<file path="config.mk">
export PLATFORM = sky130hd
export DESIGN_NAME = usb_out_pingpong
export DESIGN_NICKNAME = d
export VERILOG_FILES = /design/src/rtl/usbep_pkg.sv /design/src/rtl/usbep_buf.sv /design/src/rtl/usbep_rxctl.sv /design/src/rtl/usbep_stall.sv /design/src/rtl/usb_out_pingpong.sv
export SDC_FILE = /design/constraint.sdc
export NUM_CORES = 1
export LEC_CHECK = 0
export BUFFER_PORTS_ARGS = -buffer_cell sky130_fd_sc_hd__buf_2
export CAP_MARGIN = 25
export CORE_MARGIN = 8
export CORE_UTILIZATION = 57
export CTS_CLUSTER_DIAMETER = 50
export DETAILED_ROUTE_END_ITERATION = 16
export PLACE_DENSITY = 0.79
export SLEW_MARGIN = 10
export SYNTH_ARGS = -nofsm -noshare
export SYNTH_HDL_FRONTEND = slang
export SYNTH_SLANG_ARGS = --single-unit
</file>
<file path="constraint.sdc">
create_clock -name clk -period 3.7 [get_ports clk]
set_clock_uncertainty 0.2 [all_clocks]
set_input_delay 0.74 -clock clk [delete_from_list [all_inputs] [get_ports clk]]
set_output_delay 0.74 -clock clk [all_outputs]
set_load 0.02 [all_outputs]
</file>
<file path="src/rtl/usbep_pkg.sv">
package usbep_pkg;

  typedef enum logic [1:0] {
    HS_NONE  = 2'd0,
    HS_ACK   = 2'd1,
    HS_NAK   = 2'd2,
    HS_STALL = 2'd3
  } hs_e;

  typedef enum logic [1:0] {
    XM_IDLE  = 2'd0,
    XM_TAKE  = 2'd1,
    XM_NAK   = 2'd2,
    XM_STALL = 2'd3
  } xmode_e;

  localparam int unsigned F_RFS = 0;
  localparam int unsigned F_PC  = 1;
  localparam int unsigned F_RSV = 2;
  localparam int unsigned F_DME = 3;
  localparam int unsigned F_SST = 4;
  localparam int unsigned F_FST = 5;
  localparam int unsigned F_RNE = 6;

endpackage

</file>
<file path="src/rtl/usbep_buf.sv">
module usbep_buf #(
  parameter int unsigned PKT_MAX = 64,
  localparam int unsigned AW = $clog2(PKT_MAX),
  localparam int unsigned CW = $clog2(PKT_MAX + 1)
) (
  input  logic          clk,
  input  logic          rst_n,
  input  logic          wr_en,
  input  logic [AW-1:0] wr_addr,
  input  logic [7:0]    wr_data,
  input  logic          commit,
  input  logic [CW-1:0] commit_len,
  input  logic          release_i,
  input  logic          pop,
  output logic          full,
  output logic [CW-1:0] len,
  output logic [CW-1:0] rptr,
  output logic [7:0]    head
);

  logic [7:0]    mem [PKT_MAX];
  logic          full_q, full_d;
  logic [CW-1:0] len_q, len_d;
  logic [CW-1:0] rptr_q, rptr_d;
  logic          pop_ok;

  always_ff @(posedge clk) begin
    if (wr_en) begin
      mem[wr_addr] <= wr_data;
    end
  end

  assign pop_ok = pop && full_q && (rptr_q < len_q);

  always_comb begin
    full_d = full_q;
    len_d  = len_q;
    rptr_d = rptr_q;
    if (release_i) begin
      full_d = 1'b0;
      rptr_d = '0;
    end else if (commit && !full_q) begin
      full_d = 1'b1;
      len_d  = commit_len;
      rptr_d = '0;
    end else if (pop_ok) begin
      rptr_d = rptr_q + 1'b1;
    end
  end

  always_ff @(posedge clk or negedge rst_n) begin
    if (!rst_n) begin
      full_q <= 1'b0;
      len_q  <= '0;
      rptr_q <= '0;
    end else begin
      full_q <= full_d;
      len_q  <= len_d;
      rptr_q <= rptr_d;
    end
  end

  assign full = full_q;
  assign len  = len_q;
  assign rptr = rptr_q;
  assign head = mem[rptr_q[AW-1:0]];

  // a buffer holding a packet is never overwritten by a new one
  a_r2_commit_free: assert property (@(posedge clk) disable iff (!rst_n)
    commit |-> !full_q);

  // reading never runs past the stored length
  a_r7_ptr_within: assert property (@(posedge clk) disable iff (!rst_n)
    full_q |-> (rptr_q <= len_q));

endmodule

</file>
<file path="src/rtl/usbep_rxctl.sv">
module usbep_rxctl
  import usbep_pkg::*;
#(
  parameter int unsigned PKT_MAX = 64,
  localparam int unsigned AW = $clog2(PKT_MAX),
  localparam int unsigned CW = $clog2(PKT_MAX + 1)
) (
  input  logic          clk,
  input  logic          rst_n,
  input  logic          tok_out,
  input  logic          rx_byte_vld,
  input  logic [7:0]    rx_byte,
  input  logic          rx_eop,
  input  logic          rx_crc_ok,
  input  logic          stall_req,
  input  logic          tgt_full,
  output logic          in_xfer,
  output logic          wr_en,
  output logic [AW-1:0] wr_addr,
  output logic [7:0]    wr_data,
  output logic          commit,
  output logic [CW-1:0] commit_len,
  output logic          hs_vld,
  output logic [1:0]    hs_sel
);

  localparam logic [CW-1:0] MAXC = CW'(PKT_MAX);

  xmode_e        mode_q, mode_d;
  logic [CW-1:0] bcnt_q, bcnt_d;
  logic          ovf_q, ovf_d;
  logic          hsv_q, hsv_d;
  hs_e           hss_q, hss_d;

  always_comb begin
    mode_d = mode_q;
    bcnt_d = bcnt_q;
    ovf_d  = ovf_q;
    hsv_d  = 1'b0;
    hss_d  = hss_q;
    wr_en  = 1'b0;
    commit = 1'b0;
    if (tok_out) begin
      if (stall_req)     mode_d = XM_STALL;
      else if (tgt_full) mode_d = XM_NAK;
      else               mode_d = XM_TAKE;
      bcnt_d = '0;
      ovf_d  = 1'b0;
    end else if (mode_q != XM_IDLE) begin
      if (rx_eop) begin
        mode_d = XM_IDLE;
        if (rx_crc_ok && !ovf_q) begin
          hsv_d = 1'b1;
          case (mode_q)
            XM_TAKE: hss_d = HS_ACK;
            XM_NAK:  hss_d = HS_NAK;
            default: hss_d = HS_STALL;
          endcase
          commit = (mode_q == XM_TAKE);
        end
      end else if (rx_byte_vld) begin
        if (bcnt_q < MAXC) begin
          bcnt_d = bcnt_q + 1'b1;
          wr_en  = (mode_q == XM_TAKE);
        end else begin
          ovf_d = 1'b1;
        end
      end
    end
  end

  always_ff @(posedge clk or negedge rst_n) begin
    if (!rst_n) begin
      mode_q <= XM_IDLE;
      bcnt_q <= '0;
      ovf_q  <= 1'b0;
      hsv_q  <= 1'b0;
      hss_q  <= HS_NONE;
    end else begin
      mode_q <= mode_d;
      bcnt_q <= bcnt_d;
      ovf_q  <= ovf_d;
      hsv_q  <= hsv_d;
      hss_q  <= hss_d;
    end
  end

  assign in_xfer    = (mode_q != XM_IDLE);
  assign wr_addr    = bcnt_q[AW-1:0];
  assign wr_data    = rx_byte;
  assign commit_len = bcnt_q;
  assign hs_vld     = hsv_q;
  assign hs_sel     = hss_q;

  // a handshake is only ever issued right after an end of packet
  a_r1_hs_after_eop: assert property (@(posedge clk) disable iff (!rst_n)
    hsv_q |-> $past(rx_eop));

  // bad CRC at the close of a transaction yields no handshake
  a_r2_no_hs_bad_crc: assert property (@(posedge clk) disable iff (!rst_n)
    (rx_eop && !rx_crc_ok && !tok_out) |=> !hsv_q);

endmodule

</file>
<file path="src/rtl/usbep_stall.sv">
module usbep_stall (
  input  logic clk,
  input  logic rst_n,
  input  logic fst_wr,
  input  logic fst_wval,
  input  logic sst_w1c,
  input  logic in_xfer,
  input  logic proto_err,
  input  logic clr_feature,
  output logic fst,
  output logic sst,
  output logic stall_req
);

  logic fst_q, fst_d;
  logic sst_q, sst_d;
  logic hold_q, hold_d;
  logic auto_q, auto_d;
  logic enter;

  assign enter = fst_q && !in_xfer && !hold_q;

  always_comb begin
    fst_d  = fst_wr ? fst_wval : fst_q;
    sst_d  = sst_q & ~sst_w1c;
    hold_d = hold_q;
    auto_d = auto_q | proto_err;
    if (enter) begin
      hold_d = 1'b1;
      sst_d  = 1'b1;
      fst_d  = 1'b0;
    end
    if (clr_feature) begin
      hold_d = 1'b0;
      auto_d = 1'b0;
    end
  end

  always_ff @(posedge clk or negedge rst_n) begin
    if (!rst_n) begin
      fst_q  <= 1'b0;
      sst_q  <= 1'b0;
      hold_q <= 1'b0;
      auto_q <= 1'b0;
    end else begin
      fst_q  <= fst_d;
      sst_q  <= sst_d;
      hold_q <= hold_d;
      auto_q <= auto_d;
    end
  end

  assign fst       = fst_q;
  assign sst       = sst_q;
  assign stall_req = hold_q | auto_q | fst_q;

  // sent-stall rises only together with the stall hand-off
  a_r11_handoff: assert property (@(posedge clk) disable iff (!rst_n)
    ($rose(sst_q) && !$past(clr_feature)) |-> (!fst_q && hold_q));

  // the forced stall is never entered mid-transaction
  a_r11_defer: assert property (@(posedge clk) disable iff (!rst_n)
    $rose(hold_q) |-> !$past(in_xfer));

  // only Clear Feature ends a forced stall
  a_r12_hold: assert property (@(posedge clk) disable iff (!rst_n)
    (hold_q && !clr_feature) |=> hold_q);

endmodule

</file>
<file path="src/rtl/usb_out_pingpong.sv">
module usb_out_pingpong
  import usbep_pkg::*;
#(
  parameter int unsigned PKT_MAX = 64,
  parameter int unsigned DMA_THR = 32,
  localparam int unsigned AW = $clog2(PKT_MAX),
  localparam int unsigned CW = $clog2(PKT_MAX + 1),
  localparam int unsigned NBUF = 2
) (
  input  logic       clk,
  input  logic       rst_n,
  input  logic       tok_out,
  input  logic       rx_byte_vld,
  input  logic [7:0] rx_byte,
  input  logic       rx_eop,
  input  logic       rx_crc_ok,
  input  logic       proto_err,
  input  logic       clr_feature,
  output logic       hs_vld,
  output logic [1:0] hs_sel,
  input  logic       csr_wr,
  input  logic [7:0] csr_wdata,
  output logic [7:0] csr_rdata,
  input  logic       rd_en,
  output logic [7:0] rd_data,
  input  logic       irq_en,
  output logic       irq
);

  localparam logic [CW-1:0] THR = CW'(DMA_THR);

  logic          rs1_q, rs2_q;
  logic          srst_n;

  always_ff @(posedge clk or negedge rst_n) begin
    if (!rst_n) begin
      rs1_q <= 1'b0;
      rs2_q <= 1'b0;
    end else begin
      rs1_q <= 1'b1;
      rs2_q <= rs1_q;
    end
  end
  assign srst_n = rs2_q;

  logic          act_q, act_d;
  logic          wsel_q, wsel_d;
  logic          dme_q, dme_d;

  logic [NBUF-1:0] full_w, rel_w, pop_w, wen_w, cmt_w;
  logic [CW-1:0]   len_w  [NBUF];
  logic [CW-1:0]   rptr_w [NBUF];
  logic [7:0]      head_w [NBUF];

  logic          rx_wen, rx_commit, in_xfer, stall_req;
  logic [AW-1:0] rx_waddr;
  logic [7:0]    rx_wdata;
  logic [CW-1:0] rx_len;
  logic          fst, sst;

  logic          pc, rne, rfs, pc_clr;
  logic [CW-1:0] remain;

  usbep_rxctl #(.PKT_MAX(PKT_MAX)) u_rx (
    .clk        (clk),
    .rst_n      (srst_n),
    .tok_out    (tok_out),
    .rx_byte_vld(rx_byte_vld),
    .rx_byte    (rx_byte),
    .rx_eop     (rx_eop),
    .rx_crc_ok  (rx_crc_ok),
    .stall_req  (stall_req),
    .tgt_full   (full_w[wsel_q]),
    .in_xfer    (in_xfer),
    .wr_en      (rx_wen),
    .wr_addr    (rx_waddr),
    .wr_data    (rx_wdata),
    .commit     (rx_commit),
    .commit_len (rx_len),
    .hs_vld     (hs_vld),
    .hs_sel     (hs_sel)
  );

  usbep_stall u_stall (
    .clk        (clk),
    .rst_n      (srst_n),
    .fst_wr     (csr_wr),
    .fst_wval   (csr_wdata[F_FST]),
    .sst_w1c    (csr_wr & csr_wdata[F_SST]),
    .in_xfer    (in_xfer),
    .proto_err  (proto_err),
    .clr_feature(clr_feature),
    .fst        (fst),
    .sst        (sst),
    .stall_req  (stall_req)
  );

  for (genvar b = 0; b < NBUF; b++) begin : g_buf
    assign wen_w[b] = rx_wen    && (wsel_q == 1'(b));
    assign cmt_w[b] = rx_commit && (wsel_q == 1'(b));
    assign rel_w[b] = pc_clr    && (act_q  == 1'(b));
    assign pop_w[b] = rd_en && rne && !pc_clr && (act_q == 1'(b));

    usbep_buf #(.PKT_MAX(PKT_MAX)) u_buf (
      .clk       (clk),
      .rst_n     (srst_n),
      .wr_en     (wen_w[b]),
      .wr_addr   (rx_waddr),
      .wr_data   (rx_wdata),
      .commit    (cmt_w[b]),
      .commit_len(rx_len),
      .release_i (rel_w[b]),
      .pop       (pop_w[b]),
      .full      (full_w[b]),
      .len       (len_w[b]),
      .rptr      (rptr_w[b]),
      .head      (head_w[b])
    );
  end

  always_comb begin
    rfs = 1'b0;
    for (int b = 0; b < NBUF; b++) begin
      if (full_w[b] && !((len_w[b] != '0) && (rptr_w[b] == len_w[b]))) begin
        rfs = 1'b1;
      end
    end
  end

  assign pc     = full_w[act_q];
  assign rne    = pc && (rptr_w[act_q] < len_w[act_q]);
  assign pc_clr = csr_wr && csr_wdata[F_PC] && pc;
  assign remain = len_w[act_q] - rptr_w[act_q];

  always_comb begin
    act_d  = pc_clr    ? ~act_q  : act_q;
    wsel_d = rx_commit ? ~wsel_q : wsel_q;
    dme_d  = csr_wr    ? csr_wdata[F_DME] : dme_q;
  end

  always_ff @(posedge clk or negedge srst_n) begin
    if (!srst_n) begin
      act_q  <= 1'b0;
      wsel_q <= 1'b0;
      dme_q  <= 1'b0;
    end else begin
      act_q  <= act_d;
      wsel_q <= wsel_d;
      dme_q  <= dme_d;
    end
  end

  always_comb begin
    csr_rdata        = '0;
    csr_rdata[F_RFS] = rfs;
    csr_rdata[F_PC]  = pc;
    csr_rdata[F_DME] = dme_q;
    csr_rdata[F_SST] = sst;
    csr_rdata[F_FST] = fst;
    csr_rdata[F_RNE] = rne;
  end

  assign rd_data = head_w[act_q];
  assign irq = irq_en && pc &&
               (dme_q ? (remain < THR) : (rptr_w[act_q] == '0));

  // releasing the active buffer reloads packet-complete from the other
  a_r4_pc_reload: assert property (@(posedge clk) disable iff (!srst_n)
    (pc_clr && full_w[~act_q]) |=> csr_rdata[F_PC]);

  // unread bytes in the active buffer imply receive-service
  a_r6_rne_in_rfs: assert property (@(posedge clk) disable iff (!srst_n)
    csr_rdata[F_RNE] |-> csr_rdata[F_RFS]);

  // the receive interrupt only ever accompanies packet-complete
  a_r8_irq_needs_pc: assert property (@(posedge clk) disable iff (!srst_n)
    irq |-> csr_rdata[F_PC]);

endmodule

</file>
# [Word-level counts from Yosys, hierarchy flattened]
# Memories as Yosys holds them, arrays and structs flattened.
# Index checks and enable logic that the tools add are counted.
[totals] n_memories=2 out_inout_bits=20 elab_cells=173 ramBits=1024 regBits=52 input_bits=27
[classes] eq_ne=6 bitwise_logic=12 n_lt_le_gt_ge=8 muxes=65 n_addsub=4 reduce_logical=56
[memory_table] memory="g_buf[0].u_buf.mem" words=64 word_bits=8 rd=1 rd_clocked_by_memory_dff=0 write_ports=1 line="usbep_buf.sv:21" text="logic [7:0] mem [PKT_MAX];"
[memory_table] memory="g_buf[1].u_buf.mem" words=64 word_bits=8 rd=1 rd_clocked_by_memory_dff=0 write_ports=1 line="usbep_buf.sv:21"
[ops] operator="$mux W7" n=17
[ops] operator="$mux W1" n=39
[ops] operator="$logic_and A1 B1 Y1" n=28
[ops] operator="$mux W8" n=3
[ops] operator="$add A7 B1 Y7 const B" n=3
[ops] operator="$lt A7 B7 Y1" n=3
[ops] operator="$reduce_bool A2 Y1" n=9
[ops] operator="$eq A7 B7 Y1" n=2
[ops] operator="$reduce_bool A7 Y1" n=2
[ops] operator="$reduce_and A4 Y1" n=3
[ops] operator="$mux W2" n=5
[ops] operator="$logic_not A1 Y1" n=8
[ops] operator="$logic_not A7 Y1" n=1
[ops] operator="$lt A7 B6 Y1 const B" n=1
[ops] operator="$lt A7 B7 Y1 const B" n=1
[ops] operator="$sub A7 B7 Y7" n=1
[ops] operator="$not A1 Y1" n=6
[ops] operator="$reduce_and A2 Y1" n=3
[ops] operator="$reduce_bool A3 Y1" n=2
[ops] operator="$lt A1 B2 Y1 const B" n=2
[ops] operator="$ne A2 B2 Y1 const B" n=2
[ops] operator="$pmux W2 S2" n=1
[ops] operator="$or A1 B1 Y1" n=3
[ops] operator="$and A1 B1 Y1" n=2
[ops] operator="other kinds (4)" n=4

# [Depth between registers and ports, before layout]
[depth] depth_word=14 mapped_depth=15 mapped_depth_nobuf=9

# [Hierarchy]
# From an unflattened synthesis, not the netlist that was laid out.
[unflattened] hier_cells=2341 area_unflattened_um2=43516.7
[by_module_without_submodules] mod="usbep_buf at g_buf[0].u_buf" seq_area_each_um2=15750.1 area_each_um2=20868.8 cells_each=1056 n_inst=1
[by_module_without_submodules] mod="usbep_buf at g_buf[1].u_buf" seq_area_each_um2=15750.1 area_each_um2=20683.6 cells_each=1071 n_inst=1
[by_module_without_submodules] mod="usb_out_pingpong" seq_area_each_um2=125.1 area_each_um2=1011.0 cells_each=121 n_inst=1
[by_module_without_submodules] mod="usbep_rxctl" seq_area_each_um2=325.3 area_each_um2=797.0 cells_each=79 n_inst=1
[by_module_without_submodules] mod="usbep_stall" seq_area_each_um2=100.1 area_each_um2=156.4 cells_each=14 n_inst=1

# [Least setup slack after synthesis]
# No wires, ideal clock.
[synth_path] kind="reg-to-output" start="register act_q" end="output port irq" path_slack_ps=-173 t_required_ps=2760 arrival_time_ps=2933 n_path_buf=4 stages_incl_launch_ff=13 path_cell_list="dfrtp_1 > clkbuf_1 > clkbuf_1 > clkbuf_1 > buf_1 > o21ai_0 > ha_1 > a21o_1 > a21oi_1 > o21ai_0 > mux2i_1 > a21oi_1 > nor2_1"
[synth_between] elab_chain_cells=8 word_cells_on_any_way=15 classes_between="add/sub (1); order compare (1); mux (9); bitwise (1); reduce/logical (3)"
[synth_lines] element="start, declared" line="usb_out_pingpong.sv:46" text="logic act_q, act_d;"
[synth_lines] element="start signal, assigned" line="usb_out_pingpong.sv:147" text="act_q <= act_d;"
[synth_lines] element="$not A1 Y2 (implied by the code)" line="usb_out_pingpong.sv:133, usb_out_pingpong.sv:165"
[synth_lines] element="$mux W7, on equally long branches (3 in a row)" line="usb_out_pingpong.sv:133, usb_out_pingpong.sv:165"
[synth_lines] element="$sub A7 B7 Y7" line="usb_out_pingpong.sv:133" text="assign remain = len_w[act_q] - rptr_w[act_q];"
[synth_lines] element="$lt A7 B6 Y1" line="usb_out_pingpong.sv:165" text="(dme_q ? (remain < THR) : (rptr_w[act_q] == '0));"
[synth_lines] element="$mux W1" line="usb_out_pingpong.sv:165"
[synth_lines] element="$logic_and A1 B1 Y1 *" line="usb_out_pingpong.sv:164" text="assign irq = irq_en && pc &&"
[synth_lines] element="end, declared" line="usb_out_pingpong.sv:27" text="output logic irq"
# Every way passes the cells marked *; elsewhere a longest branch is shown, timed or not. The select of a mux whose other input is x is not followed.

# [Worst setup path in the final report]
[layout_path] start="register g_buf[0].u_buf.rptr_q[0]" end="output port rd_data[0]"
[layout_between] elab_chain_cells=4
[layout_lines] element="start, declared" line="usbep_buf.sv:24" text="logic [CW-1:0] rptr_q, rptr_d;"
[layout_lines] element="start signal, assigned" line="usbep_buf.sv:59" text="rptr_q <= rptr_d;"
[layout_lines] element="$mem_v2 Z64 W8"
[layout_lines] element="$mux W8 (implied by the code) (3 in a row)" line="usb_out_pingpong.sv:163" text="assign rd_data = head_w[act_q];"
[layout_lines] element="end, declared" line="usb_out_pingpong.sv:25" text="output logic [7:0] rd_data,"
# Every way passes these cells. The select of a mux whose other input is x is not followed.

==> results.txt <==
The max-slew violation count is 0, and the pre-CTS worst setup slack is -0.184 ns. The mapped netlist covers 43300 sq um. During I/O placement, the number of pins put on the boundary was 47. The tools report the maximum number of pins on one net before global-route repair as 129. Number of cells on the worst hold path: 2.

Cells fill 67.7% of the core in the end. Peak fanout along the critical path: 5. The type of the tightest min-delay check was in2reg. The register bit total from synthesis came out at 1076. The predominant post-synthesis flop cell is sky130_fd_sc_hd__edfxtp_1. For the final routed database, the setup TNS stands at -5.30 ns. In the final routed layout, each cell accounts on average for 29.8 um.

For the pin with the worst max-slew slack, the measured transition is 0.939 ns. The overall fraction of global-route tracks in use came out at 25.5%. In this run the critical register-to-register path is launched from g_buf[0].u_buf.rptr[0]. The count of input and output buffers is 40, and the clock transition time at the flip-flop clock pins of the worst setup and hold paths is 0.06 ns. Counting cells, the worst reg-to-reg path comes to 14.

In this run the horizontal extent of the chip is 292 um. The final number of hold-violating endpoints is 0. The number of enable-type register cells in the synthesized netlist was 1024; the HPWL reported at the end of detailed placement was 68.4 mm.

The run gives 0 as the sum of overflow across all layers after global routing. On the final layout, the worst hold slack is 0.0437 ns. The area added between synthesis and finish is 18.1%. The relative max-transition margin is 36.9%. Initial core utilization: 57.3%. Dividing the detail-routed via count by the number of cells gives 6.61.

Across all register-to-register paths, the minimum setup slack is 0.13 ns. The critical path data arrival time was 3.47 ns. For the worst setup path, the data required time is 2.76 ns. Ranked by total cell area, the synthesized netlist is headed by sky130_fd_sc_hd__edfxtp_1, sky130_fd_sc_hd__mux4_2, sky130_fd_sc_hd__mux2i_1, sky130_fd_sc_hd__dfrtp_1, sky130_fd_sc_hd__nor2_1. STA classifies the critical path startpoint as a flop.

Setup violations remaining at the end of the flow were counted as 10. Derived from the worst setup path, the maximum achievable clock frequency is 227 MHz. The clock buffer count from CTS was 102; the synthesized instance count was 2345. After floorplanning, the core was sized to cover 75600 sq um. For the row count, the log shows 101. Detailed-routing iteration count for the pre-antenna-repair pass: 7.

The combined buffer and inverter count along the critical path was 4; the number of max-capacitance violations reported was 0. The count of nets left with antenna violations once routing finished came out at 0. The share of synthesized area occupied by flip-flops and latches was 74.0%. Root buffer cell: sky130_fd_sc_hd__clkbuf_16.

TritonCTS built the clock tree. The power per cell area was 576 nW/um^2. Averaged over all synthesized cells, the footprint is 18.5 sq um. The share of the synthesized area in the top cell type was 71.0%. The die is 292 um tall. Walking the worst path, the cells encountered are clkbuf_16, buf_6, mux4_2, mux2_4, nand4_1, nand3_2, a31oi_4, buf_6, nand4_1, buf_4. The die covers 85000 sq um.

The number of antenna violations at the first check in global routing was 2. The reg-to-reg critical path endpoint is g_buf[1].u_buf.rptr[5]. The total power draw is 0.0295 W.

Sorting the synthesized cells by how often they occur yields sky130_fd_sc_hd__edfxtp_1, sky130_fd_sc_hd__mux4_2, sky130_fd_sc_hd__nor2_1, sky130_fd_sc_hd__mux2i_1, sky130_fd_sc_hd__nand2_1. The final net count is 2756. sky130_fd_sc_hd__edfxtp_1 is the most common cell in the netlist. The number of clock sinks seen by CTS was 1076. The logs give 0 for the number of warnings issued by yosys and 163 mm for the wire length of the first global-routing pass. Setup repair after global routing could not meet its margin everywhere. Across the VDD grid, the largest voltage drop is 0.000733 V.

In the final layout, the share of cells above drive strength 1 is 30.6%. The congestion estimate from routability-driven global placement came to 0.906. The number of different library cells used by synthesis comes to 67. The startpoint identified for the worst hold timing path is clr_feature.

On the worst path, the slowest cell contributes a delay of 0.53 ns. The longest clock path from root to sink contains 3 buffers. In the finished design, the share of the clock period the worst path needs comes to 119%.

Of all flip-flops after synthesis, the portion carrying an async set or reset was 4.83%. The kind of end point of the critical path is a primary output. The H-tree was split into 3 levels. The checks that failed: setup timing. In this run the static leakage power is 16.8 nW. For hold timing, the worst endpoint is u_stall.auto_q.

The via count of the first global-routing pass was 25088. The master of the slowest instance on the critical path is sky130_fd_sc_hd__dfrtp_4. The library cell occupying the most area in the post-synthesis netlist was sky130_fd_sc_hd__edfxtp_1. The logs give -0.714 ns for the final worst setup slack and 3640 for the DRC marker count from the first detailed-route iteration. The flow ran to the end, but the final reports show violations.

The critical path start-end classification is reg2out. The worst path needs 4.41 ns of the cycle, external delays included. The post-route DRC violation count is 0, and the total wirelength of the detailed-routed design is 113 mm. Across all layers, the routed design uses 24935 vias. At the later pin of the worst-skew pair, clock insertion delay measures 0.66 ns. Among cell families on the critical path, the largest total delay comes from multiplexers.
-- final cells by class --
cell class,instances,area [sq um]
clock buffers,127,2710
flip-flops and latches,1076,32100
fillers,4544,24400
repair buffers,391,3570
well taps,978,1220
multi-input cells,1100,10800
inverters,34,135
clock inverters,64,659
diodes,1,2.50
-- through the flow --
step                      std cells  cell area (sq um)
final                          3771              51100
after global routing           3770              51100
after CTS                      3733              50500
after detailed placement       3528              46700
after global placement         3528              46700
after floorplan                2346              43300
-- where the power goes --
group,switching [W],total [W],leakage (nW),internal (W)
clock network,0.00445,0.0106,1.64,0.00611
logic,0.00294,0.00531,5.32,0.00237
registers,0.000205,0.0136,9.87,0.0134
total,0.00759,0.0295,16.8,0.0219
-- cells in the final DEF, fill, tap and decap left out, types with 24 or more instances in the layout --
cell,n
sky130_fd_sc_hd__edfxtp_1,1024
sky130_fd_sc_hd__mux4_2,211
sky130_fd_sc_hd__inv_1,28
sky130_fd_sc_hd__buf_12,30
sky130_fd_sc_hd__nand3_1,38
sky130_fd_sc_hd__nand2_1,124
sky130_fd_sc_hd__mux2_2,33
sky130_fd_sc_hd__nor2_1,181
sky130_fd_sc_hd__dfrtp_1,42
sky130_fd_sc_hd__a22oi_1,45
sky130_fd_sc_hd__nand4_1,24
sky130_fd_sc_hd__mux2i_1,132
sky130_fd_sc_hd__buf_4,306
sky130_fd_sc_hd__o21ai_0,24
sky130_fd_sc_hd__clkbuf_16,110
sky130_fd_sc_hd__clkinv_1,24
sky130_fd_sc_hd__a21oi_1,40
-- registers in the layout (all words and copies together) (netlist names), 2 cells and up --
signal            cells
g_buf.u_buf.mem    1024
g_buf.u_buf.full      2
u_rx.commit_len       7
g_buf.u_buf.len      14
g_buf.u_buf.rptr     14
u_rx.mode_q           2
u_rx.hs_sel           2
-- metal layers --
layer,global-route usage [%],vias to the layer above,routed length [um]
met1,33.8,12736,39800
met2,42.1,1720,55700
met4,10.4,2,5790
li1,-,10125,-
met3,4.62,352,11300
met5,0,-,12
-- how the worst max path moves through the flow --
stage / from / end / slack [ns] / depth (start not counted)
finish: g_buf[0].u_buf.rptr[0] / rd_data[0] / -0.71 / 10
global route: g_buf[0].u_buf.rptr[0] / rd_data[4] / -0.72 / 12
CTS: g_buf[0].u_buf.rptr[0] / rd_data[6] / -0.67 / 10
detailed placement: g_buf[0].u_buf.rptr[0] / rd_data[4] / -0.18 / 8
global placement: g_buf[0].u_buf.rptr[0] / rd_data[4] / -0.12 / 8
floorplan: act_q / g_buf[0].u_buf.rptr[4] / 0.02 / 12
-- worst reg2reg max path: stages (launching register included) --
cell	delay, ns
sky130_fd_sc_hd__dfrtp_4	0.57
sky130_fd_sc_hd__buf_12	0.17
sky130_fd_sc_hd__buf_16	0.14
sky130_fd_sc_hd__buf_4	0.20
sky130_fd_sc_hd__inv_8	0.08
sky130_fd_sc_hd__o21ai_2	0.06
sky130_fd_sc_hd__ha_2	0.18
sky130_fd_sc_hd__inv_2	0.07
sky130_fd_sc_hd__a21oi_4	0.06
sky130_fd_sc_hd__o211a_1	0.26
sky130_fd_sc_hd__buf_4	0.15
sky130_fd_sc_hd__or4_4	0.56
sky130_fd_sc_hd__buf_4	0.18
sky130_fd_sc_hd__or4b_1	0.51
sky130_fd_sc_hd__nand2_1	0.08
-- logic make-up (layout without fill, tap and decap cells) --
group           Yosys count  in the layout  share of synthesized area [%]
flops                  1076           1076                           74.0
simple gates            479            479                           5.09
mux                     381            381                           15.0
compound gates          206            206                           3.18
buf+inv                 170            616                           1.83
fa+ha+maj                24             24                          0.694
xor+xnor                  7              7                          0.142
other cells               2              4                         0.0173
-- repair_timing --
action	4_1_cts	5_1_grt
gates cloned	1	5
hold buffers	1	0
resized for setup	54	69
pin swaps	7	18
buffers inserted	12	32
endpoints found under the setup margin	11	10
hold endpoints to repair	2	0
No activity file was read; power rests on OpenSTA's default activity.
